===== src/rtl/pe_pkg.sv =====
package pe_pkg;
  function automatic int pe_idx_w(input int lanes);
    return (lanes <= 2) ? 1 : $clog2(lanes);
  endfunction
endpackage


===== src/rtl/pe_msb_find.sv =====
module pe_msb_find
  import pe_pkg::*;
#(
  parameter int W  = 8,
  localparam int IW = pe_idx_w(W)
) (
  input  logic [W-1:0]  hot,
  output logic          hit,
  output logic [IW-1:0] pos
);
  always_comb begin
    pos = '0;
    hit = 1'b0;
    for (int k = 0; k < W; k++) begin
      if (hot[k]) begin
        pos = IW'(k);
        hit = 1'b1;
      end
    end
  end

  always_comb begin
    if (hit) begin
      a_r1_pos_is_set: assert (hot[pos] == 1'b1)
        else $error("found position not set");
      for (int k = 0; k < W; k++) begin
        if (k > int'(pos)) begin
          a_r1_nothing_above: assert (hot[k] == 1'b0)
            else $error("higher bit set above found position");
        end
      end
    end else begin
      a_r4_empty_vector: assert (hot == '0)
        else $error("miss reported on non-empty vector");
    end
  end
endmodule


===== src/rtl/pe_stage.sv =====
module pe_stage
  import pe_pkg::*;
#(
  parameter int W  = 8,
  localparam int IW = pe_idx_w(W)
) (
  input  logic          en_in_n,
  input  logic [W-1:0]  din_n,
  output logic [IW-1:0] code_n,
  output logic          gs_n,
  output logic          en_out_n
);
  logic          hit;
  logic [IW-1:0] pos;

  pe_msb_find #(.W(W)) u_find (
    .hot (~din_n),
    .hit (hit),
    .pos (pos)
  );

  always_comb begin
    if (en_in_n) begin
      code_n   = '1;
      gs_n     = 1'b1;
      en_out_n = 1'b1;
    end else if (hit) begin
      code_n   = ~pos;
      gs_n     = 1'b0;
      en_out_n = 1'b1;
    end else begin
      code_n   = '1;
      gs_n     = 1'b1;
      en_out_n = 1'b0;
    end
  end

  always_comb begin
    if (en_in_n) begin
      a_r5_stage_quiet: assert (code_n == '1 && gs_n && en_out_n)
        else $error("disabled stage not quiet");
    end
    a_r9_stage_excl: assert (gs_n || en_out_n)
      else $error("group flag and enable-out both active");
    if (!gs_n) begin
      a_r1_stage_line_active: assert (din_n[~code_n] == 1'b0)
        else $error("coded line is not active");
    end
  end
endmodule


===== src/rtl/pe_cascade.sv =====
module pe_cascade
  import pe_pkg::*;
#(
  parameter int STAGE_W    = 8,
  parameter int NUM_STAGES = 2,
  localparam int IW_S = pe_idx_w(STAGE_W),
  localparam int IW_G = pe_idx_w(NUM_STAGES),
  localparam int IW   = IW_S + IW_G,
  localparam int N    = STAGE_W * NUM_STAGES
) (
  input  logic          ena_n,
  input  logic [N-1:0]  req_n,
  output logic [IW-1:0] idx_n,
  output logic          any_n,
  output logic          eo_n
);
  logic [NUM_STAGES:0]   chain_n;
  logic [NUM_STAGES-1:0] gs_s;
  logic [IW_S-1:0]       code_s [NUM_STAGES];
  logic [IW_S-1:0]       low_bits_n;
  logic [IW_G-1:0]       grp_code_n;
  logic                  grp_eo_n;

  assign chain_n[NUM_STAGES] = ena_n;

  for (genvar s = 0; s < NUM_STAGES; s++) begin : g_stage
    pe_stage #(.W(STAGE_W)) u_stage (
      .en_in_n  (chain_n[s+1]),
      .din_n    (req_n[s*STAGE_W +: STAGE_W]),
      .code_n   (code_s[s]),
      .gs_n     (gs_s[s]),
      .en_out_n (chain_n[s])
    );
  end

  always_comb begin
    low_bits_n = '1;
    for (int s = 0; s < NUM_STAGES; s++) begin
      low_bits_n = low_bits_n & code_s[s];
    end
  end

  pe_stage #(.W(NUM_STAGES)) u_group (
    .en_in_n  (1'b0),
    .din_n    (gs_s),
    .code_n   (grp_code_n),
    .gs_n     (any_n),
    .en_out_n (grp_eo_n)
  );

  assign idx_n = {grp_code_n, low_bits_n};
  assign eo_n  = chain_n[0];

  always_comb begin
    a_r3_any_matches_req: assert (any_n == (ena_n || (req_n == '1)))
      else $error("group flag disagrees with requests");
    a_r6_eo_matches_idle: assert (eo_n == !(!ena_n && (req_n == '1)))
      else $error("enable-out disagrees with idle state");
    a_r9_top_excl: assert (any_n || eo_n)
      else $error("any_n and eo_n both low");
    if (!eo_n) begin
      a_r4_idle_group: assert (!grp_eo_n && idx_n == '1)
        else $error("idle chain shows a code");
    end
    if (!any_n) begin
      a_r2_index_active: assert (req_n[~idx_n] == 1'b0)
        else $error("reported index not requesting");
    end
  end
endmodule


===== config.mk =====
export PLATFORM = sky130hd
export DESIGN_NAME = pe_cascade
export DESIGN_NICKNAME = d
export VERILOG_FILES = /design/src/rtl/pe_pkg.sv /design/src/rtl/pe_msb_find.sv /design/src/rtl/pe_stage.sv /design/src/rtl/pe_cascade.sv
export SDC_FILE = /design/constraint.sdc
export NUM_CORES = 1
export LEC_CHECK = 0
export ABC_AREA = 1
export BUFFER_PORTS_ARGS = -buffer_cell sky130_fd_sc_hd__buf_2
export CAP_MARGIN = 20
export CORE_AREA = 4 4 41 43
export DETAILED_ROUTE_END_ITERATION = 6
export DIE_AREA = 0 0 45 47
export SLEW_MARGIN = 0
export SYNTH_ARGS = -nofsm -noshare
export SYNTH_HDL_FRONTEND = slang
export SYNTH_HIERARCHICAL = 1
export SYNTH_SLANG_ARGS = --single-unit

===== constraint.sdc =====
create_clock -name vclk -period 1.6
set_input_delay 0.16 -clock vclk [all_inputs]
set_output_delay 0.16 -clock vclk [all_outputs]
set_load 0.005 [all_outputs]

==> impl_metrics.env, run 1 <==
export IMPL_rsz0062_at_grt="false"
export IMPL_max_cap_violations=0
export IMPL_grt_pass1_vias=351
export IMPL_drt_vias_per_instance=3.67
export IMPL_leakagePower_nw=0.402
export IMPL_max_stage_delay_ns=0.13
export IMPL_dpl_instance_area_um2=474
export IMPL_portBuffers=23
export IMPL_antenna_found_initial=0
export IMPL_firstDrtPassIters=4
export IMPL_wl_um=715
export IMPL_nClkBuffers=0
export IMPL_syn_to_final_growth_pct=36.3
export IMPL_cp_endpoint="idx_n[3]"
export IMPL_cts_hold_buffers=0
export IMPL_pre_cts_ws_ns=0.176
export IMPL_cp_slowest_cell="nor3_1"
export IMPL_fin_tns_setup_ns=0
export IMPL_gr_total_overflow=0
export IMPL_grt_usage_pct=6.92
export IMPL_setup_viol=0
export IMPL_start_util_pct=26.7
export IMPL_route_vias_total=455
export IMPL_place_congestion=0.684
export IMPL_drcViolationCount=0
export IMPL_rows=13
export IMPL_cp_startpoint="req_n[11]"
export IMPL_cp_common_cell="inv_1"
export IMPL_crit_chain="buf_2, inv_1, inv_1, nand2_1, nor3_1, nand3_1, inv_1, nand2_1, inv_2, nand2_1, inv_1, inv_1, nand2_1, nand3_1, buf_2"
export IMPL_hpwl_um=683
export IMPL_start_kind="input pin"
export IMPL_io_pins=23
export IMPL_seq_cell_count=0
export IMPL_grt_pass1_wl_um=1190
export IMPL_cp_end_kind="output port"
export IMPL_drt_iter0_markers=4
export IMPL_grt_max_degree=6
export IMPL_seq_area_um2=0
export IMPL_min_period_over_period_pct=85.1
export IMPL_max_freq_ghz=0.735
export IMPL_run_status="complete, no violations"
export IMPL_required_ns=1.44
export IMPL_total_power_mw=0.0770
export IMPL_wl_per_cell_um=5.77
export IMPL_final_cell_area_um2=474
export IMPL_hold_viol_final=0
export IMPL_core_area_mm2=0.00130
export IMPL_powerDensity_mw_per_mm2=162
export IMPL_crit_fanout=5
export IMPL_fin_crit_ns=1.36
export IMPL_crit_type="input pin to output port"
export IMPL_num_antenna_cells=0
export IMPL_holdCritPathClass="input pin to output port"
export IMPL_layout_nets=128
export IMPL_die_w_um=45
export IMPL_avgSynthCellArea_um2=4.00
export IMPL_chipHeight_um=47
export IMPL_yosysWarnings=6
export IMPL_die_area_mm2=0.00212
export IMPL_drive_above_1_share_pct=22.9
export IMPL_setup_slack_ns=0.239
export IMPL_syn_area_um2=348
export IMPL_syn_num_nets=104
export IMPL_arrival_ns=1.20
export IMPL_drv_slew=0
export IMPL_synth_cells=87
export IMPL_postRouteAntennaNets=0
export IMPL_vdd_ir_drop_worst_mv=0.0619
[how the worst min path moves through the flow]
stage / from / to / slack, ns / cells past startpoint
2_1_floorplan: ena_n / idx_n[0] / 0.53 / 4
3_3_place_gp: ena_n / idx_n[1] / 0.72 / 6
3_5_place_dp: ena_n / idx_n[1] / 0.72 / 6
4_1_cts: ena_n / idx_n[1] / 0.72 / 6
5_1_grt: ena_n / idx_n[1] / 0.79 / 6
6_report: ena_n / idx_n[1] / 0.71 / 6
[where the power goes]
group / internal, mW / leakage, nW / switching, mW
registers: 0 / 0 / 0
logic: 0.0366 / 0.402 / 0.0404
clock network: 0 / 0 / 0
total: 0.0366 / 0.402 / 0.0404
[critical path, delay by kind of cell]
family                 cells  cell delay [ns]
and+or+nand+nor            7             0.55
buffers and inverters      8             0.50
[stage by stage]
step | utilization (%) | hold slack, ns | std cells
2_1_floorplan | - | 0.526 | 87
3_3_place_gp | 36.4 | 0.716 | 124
3_5_place_dp | 36.4 | 0.717 | 124
4_1_cts | 36.4 | 0.719 | 124
5_1_grt | 36.4 | 0.787 | 124
6_report | 36.4 | 0.710 | 124
[final cells by class]
cell class	instances	area, µm²
tap	15	18.8
multi-input combinational	45	183
fill	171	827
timing repair buffer	24	123
inverter	40	150
[layer usage]
layer	vias to the layer above	wire, µm	track usage [%]
met4	0	0	0
li1	272	-	-
met3	0	61	0
met2	13	323	13.3
met1	170	330	9.21
met5	-	0	0
[layout by cell type, fill, tap and decap left out, drive strengths merged]
| master | n |
|---|---|
| nand3 | 9 |
| nor2 | 4 |
| inv | 40 |
| buf | 24 |
| nor3 | 2 |
| conb | 1 |
| nand2 | 29 |
[what timing repair did]
action,in CTS,in global routing
setup buffers,0,0
resized for setup,0,1
endpoints found under the setup margin,0,1
(Power assumes the default switching activity.)
==> run 2, diff against run 1 <==
clock period = 1.8 ns   (was 1.6 ns; I/O delays follow)
==> run 2 against run 1 <==
  * Power fell by 11%
  * Sequential cell count did not move
  * Global-route usage grew 0.24 points
  * Combinational power down 11%
  * First-iteration DRC count up 130%
  * Clock-buffer cell count stayed put
  * Wire length increased by 3.8%
  * Critical path depth did not move
  * Via count is 1.5% higher
  * Critical path type unchanged
==> impl_metrics.env, run 2 (synthesized netlist as in run 1, its figures left out) <==
export IMPL_run_status="complete, no violations"
export IMPL_seq_area_um2=0
export IMPL_crit_chain="buf_2, inv_1, inv_1, nand2_1, nor3_1, nand3_1, inv_1, nand2_1, inv_1, nand2_1, inv_1, inv_1, nand2_1, nand3_1, buf_2"
export IMPL_portBuffers=23
export IMPL_pwr_share_seq_pct=0
export IMPL_crit_type="input pin to output port"
export IMPL_grt_usage_pct=7.16
export IMPL_drv_slew=0
export IMPL_wl_per_cell_um=5.98
export IMPL_swShare_pct=52.8
export IMPL_start_util_pct=26.7
export IMPL_leakagePower_nw=0.404
export IMPL_fin_crit_ns=1.48
export IMPL_vdd_ir_drop_worst_mv=0.0517
export IMPL_powerDensity_mw_per_mm2=145
export IMPL_route_vias_total=462
export IMPL_rows=13
export IMPL_fin_tns_setup_ns=0
export IMPL_layout_nets=128
export IMPL_crit_family="simple AND/OR/NAND/NOR gates"
export IMPL_drcViolationCount=0
export IMPL_seq_cell_count=0
export IMPL_holdCritPathClass="input pin to output port"
export IMPL_drt_vias_per_instance=3.73
export IMPL_max_freq_ghz=0.677
export IMPL_max_cap_violations=0
export IMPL_hpwl_um=675
export IMPL_drt_iter0_markers=9
export IMPL_setup_viol=0
export IMPL_rsz0062_at_grt="false"
export IMPL_core_area_mm2=0.00130
export IMPL_min_period_over_period_pct=82.0
export IMPL_cp_end_kind="output port"
export IMPL_start_kind="input pin"
export IMPL_hold_viol_final=0
export IMPL_die_area_mm2=0.00212
export IMPL_cp_slowest_cell="nor3_1"
export IMPL_chipHeight_um=47
export IMPL_firstDrtPassIters=4
export IMPL_power_internal_mw=0.0325
export IMPL_place_congestion=0.682
export IMPL_antenna_found_initial=0
export IMPL_layout_commonest_cell="inv_1"
export IMPL_finalNonFillerCells=124
export IMPL_postRouteAntennaNets=0
export IMPL_num_antenna_cells=0
export IMPL_gr_total_overflow=0
export IMPL_required_ns=1.62
export IMPL_power_frac_comb_pct=100.0
export IMPL_arrival_ns=1.30
export IMPL_final_cell_mix="40 x inv_1, 29 x nand2_1, 23 x buf_2, 9 x nand3_1, 4 x nor2_1"
export IMPL_grt_pass1_wl_um=1230
export IMPL_io_pins=23
export IMPL_cp_num_buf_inv=8
export IMPL_max_stage_delay_ns=0.13
export IMPL_drive_above_1_share_pct=22.0
export IMPL_crit_fanout=5
export IMPL_nClkBuffers=0
export IMPL_p_sw_mw=0.0364
export IMPL_dp_cells=123
export IMPL_grt_max_degree=6
export IMPL_grt_pass1_vias=365
export IMPL_syn_to_final_growth_pct=36.3
export IMPL_clockPowerShare_pct=0
export IMPL_die_w_um=45
export IMPL_wl_um=742
export IMPL_cp_common_cell="inv_1"
[run 2: cell types whose count changed in the layout (fill, tap and decap cells not counted)]
cell / previous run / this run
inv_2: 1 / 0
inv_1: 39 / 40
[run 2: final timing paths]
kind | to | cells past startpoint | slack (ns) | from
worst max-delay path | idx_n[3] | 15 | 0.32 | req_n[11]
worst min-delay path | idx_n[1] | 6 | 0.75 | ena_n
[run 2: what timing repair did]
| action | CTS | global route |
|---|---|---|
| hold endpoints to repair | 0 | 0 |
| hold buffers | 0 | 0 |
| buffers inserted | 0 | 1 |
| gates resized for setup | 0 | 0 |
| endpoints found under the setup margin | 0 | 1 |
[run 2: final cells by class]
type / instances / area [µm²]
well taps: 15 / 18.8
repair buffers: 24 / 123
fillers: 170 / 827
multi-input cells: 45 / 183
inverters: 40 / 150
[run 2: power by group through the flow]
stage / combinational (mW) / clock (mW) / sequential [mW]
2_1_floorplan: 0.0434 / 0 / 0
5_1_grt: 0.0822 / 0 / 0
3_5_place_dp: 0.0694 / 0 / 0
3_3_place_gp: 0.0681 / 0 / 0
4_1_cts: 0.0696 / 0 / 0
6_report: 0.0688 / 0 / 0
[run 2: through the flow]
step / hold WS (ns) / total power, mW / setup slack, ns / cell area (µm²) / util, %
6_report: 0.754 / 0.0688 / 0.323 / 474 / 36.4
5_1_grt: 0.817 / 0.0822 / 0.0924 / 474 / 36.4
4_1_cts: 0.760 / 0.0696 / 0.261 / 467 / 35.9
3_5_place_dp: 0.759 / 0.0694 / 0.261 / 467 / 35.9
3_3_place_gp: 0.761 / 0.0681 / 0.284 / 467 / 35.9
2_1_floorplan: 0.566 / 0.0434 / 0.449 / 348 / -
[run 2: per-layer routing]
metal / track usage (%) / share of wire, % / wire (µm) / up-vias
met5: 0 / 0 / 0 / -
met4: 0 / 0 / 0 / 0
met3: 0 / 7.4 / 55 / 0
met2: 14.7 / 47 / 349 / 13
met1: 8.76 / 46 / 338 / 177
li1: - / - / - / 272
==> run 3, diff against run 2 <==
ABC_AREA = 0   (was 1)
clock period = 1.3 ns   (was 1.8 ns; I/O delays follow)
==> run 3 against run 2 <==
  * Utilization grew 11 points
  * Clock-buffer cell count is the same
  * Sequential share of layout area is the same
  * Sequential cell count is the same
  * Cell count shrank 10%
  * Final area grew 30%
  * Largest cell class unchanged
  * Largest power group unchanged
==> impl_metrics.env, run 3 <==
export IMPL_nClkBuffers=0
export IMPL_final_cell_area_um2=616
export IMPL_firstDrtPassIters=1
export IMPL_start_kind="input pin"
export IMPL_seq_cell_count=0
export IMPL_die_w_um=45
export IMPL_drt_iter0_markers=0
export IMPL_arrival_ns=1.17
export IMPL_yosysWarnings=6
export IMPL_crit_chain="buf_6, inv_4, nor2_4, nand4_1, or2_4, nand2b_4, inv_2, or2_1, nand3b_1, buf_2"
export IMPL_dpl_instance_area_um2=523
export IMPL_hpwl_um=736
export IMPL_crit_fanout=5
export IMPL_place_congestion=0.706
export IMPL_wl_um=883
export IMPL_fin_crit_ns=1.30
export IMPL_final_fill_count=144
export IMPL_max_cap_violations=0
export IMPL_seq_area_um2=0
export IMPL_syn_area_um2=310
export IMPL_grt_usage_pct=9.44
export IMPL_holdCritPathClass="input pin to output port"
export IMPL_wl_per_cell_um=7.95
export IMPL_die_area_mm2=0.00212
export IMPL_max_stage_delay_ns=0.26
export IMPL_p_sw_mw=0.0598
export IMPL_num_antenna_cells=0
export IMPL_layout_nets=115
export IMPL_min_period_over_period_pct=100
export IMPL_max_freq_ghz=0.769
export IMPL_core_area_mm2=0.00130
export IMPL_io_pins=23
export IMPL_setup_viol=0
export IMPL_crit_type="input pin to output port"
export IMPL_swShare_pct=41.1
export IMPL_chipHeight_um=47
export IMPL_postRouteAntennaNets=0
export IMPL_drive_above_1_share_pct=54.2
export IMPL_pwr_share_seq_pct=0
export IMPL_cp_end_kind="output port"
export IMPL_vdd_ir_drop_worst_mv=0.106
export IMPL_drcViolationCount=0
export IMPL_synth_cells=61
export IMPL_power_frac_comb_pct=100.0
export IMPL_grt_pass1_wl_um=1570
export IMPL_layout_commonest_cell="buf_2"
export IMPL_syn_to_final_growth_pct=98.4
export IMPL_drv_slew=0
export IMPL_hold_viol_final=0
export IMPL_whs_path_depth=4
export IMPL_required_ns=1.17
export IMPL_drt_vias_per_instance=4.08
export IMPL_cts_hold_buffers=0
export IMPL_fin_util_pct=47.3
export IMPL_rsz0062_at_grt="true"
export IMPL_power_internal_mw=0.0857
export IMPL_finalNonFillerCells=111
export IMPL_fin_tns_setup_ns=0
export IMPL_powerDensity_mw_per_mm2=236
export IMPL_avgSynthCellArea_um2=5.09
export IMPL_cp_slowest_cell="or2_4"
export IMPL_clockPowerShare_pct=0
export IMPL_gr_total_overflow=0
export IMPL_dp_cells=108
export IMPL_grt_max_degree=6
export IMPL_rows=13
export IMPL_run_status="complete, no violations"
export IMPL_route_vias_total=453
export IMPL_fin_hold_ws_ns=0.684
export IMPL_leakagePower_nw=0.354
export IMPL_final_cell_mix="17 x buf_2, 13 x inv_1, 13 x buf_4, 7 x nand3b_1, 6 x buf_6"
export IMPL_portBuffers=23
export IMPL_grt_pass1_vias=414
export IMPL_antenna_found_initial=0
export IMPL_start_util_pct=23.8
-- run 3: final cells by class --
cell class / instances / area, µm² / area share (%)
Tap cell: 15 / 18.8 / 3.05
Timing Repair Buffer: 36 / 250 / 40.7
Multi-Input combinational cell: 38 / 259 / 42.1
Inverter: 22 / 87.6 / 14.2
-- run 3: routing by layer --
layer | wire length (µm) | up-vias | global-route usage [%]
met5 | 0 | - | 0
met3 | 56 | 0 | 0.383
li1 | - | 249 | -
met4 | 0 | 0 | 0
met2 | 502 | 11 | 19.8
met1 | 324 | 193 | 11.0
-- run 3: stage by stage --
stage	power (mW)	setup slack (ns)
final	0.146	0.000266
after global routing	0.164	-0.127
after CTS	0.133	-0.0420
after detailed placement	0.117	-0.0611
after global placement	0.116	-0.0462
after floorplan	0.0599	0.0122
-- run 3: final timing paths --
| check | end | start |
|---|---|---|
| worst max-delay path | idx_n[3] | req_n[12] |
| worst min-delay path | idx_n[1] | ena_n |
-- run 3: power by group through the flow --
stage | Combinational [mW] | Sequential (mW) | Clock, mW
after global routing | 0.164 | 0 | 0
after global placement | 0.116 | 0 | 0
after CTS | 0.133 | 0 | 0
final | 0.146 | 0 | 0
after detailed placement | 0.117 | 0 | 0
after floorplan | 0.0599 | 0 | 0
-- run 3: timing repair --
item,4_1_cts,5_1_grt
pin swaps,9,11
endpoints found under the setup margin,5,5
buffers inserted,3,0
resized for setup,5,11
-- run 3: critical path: cells and delay by family --
kind | cells | cell delay (ns)
and+or+nand+nor | 6 | 0.79
buffers and inverters | 4 | 0.25
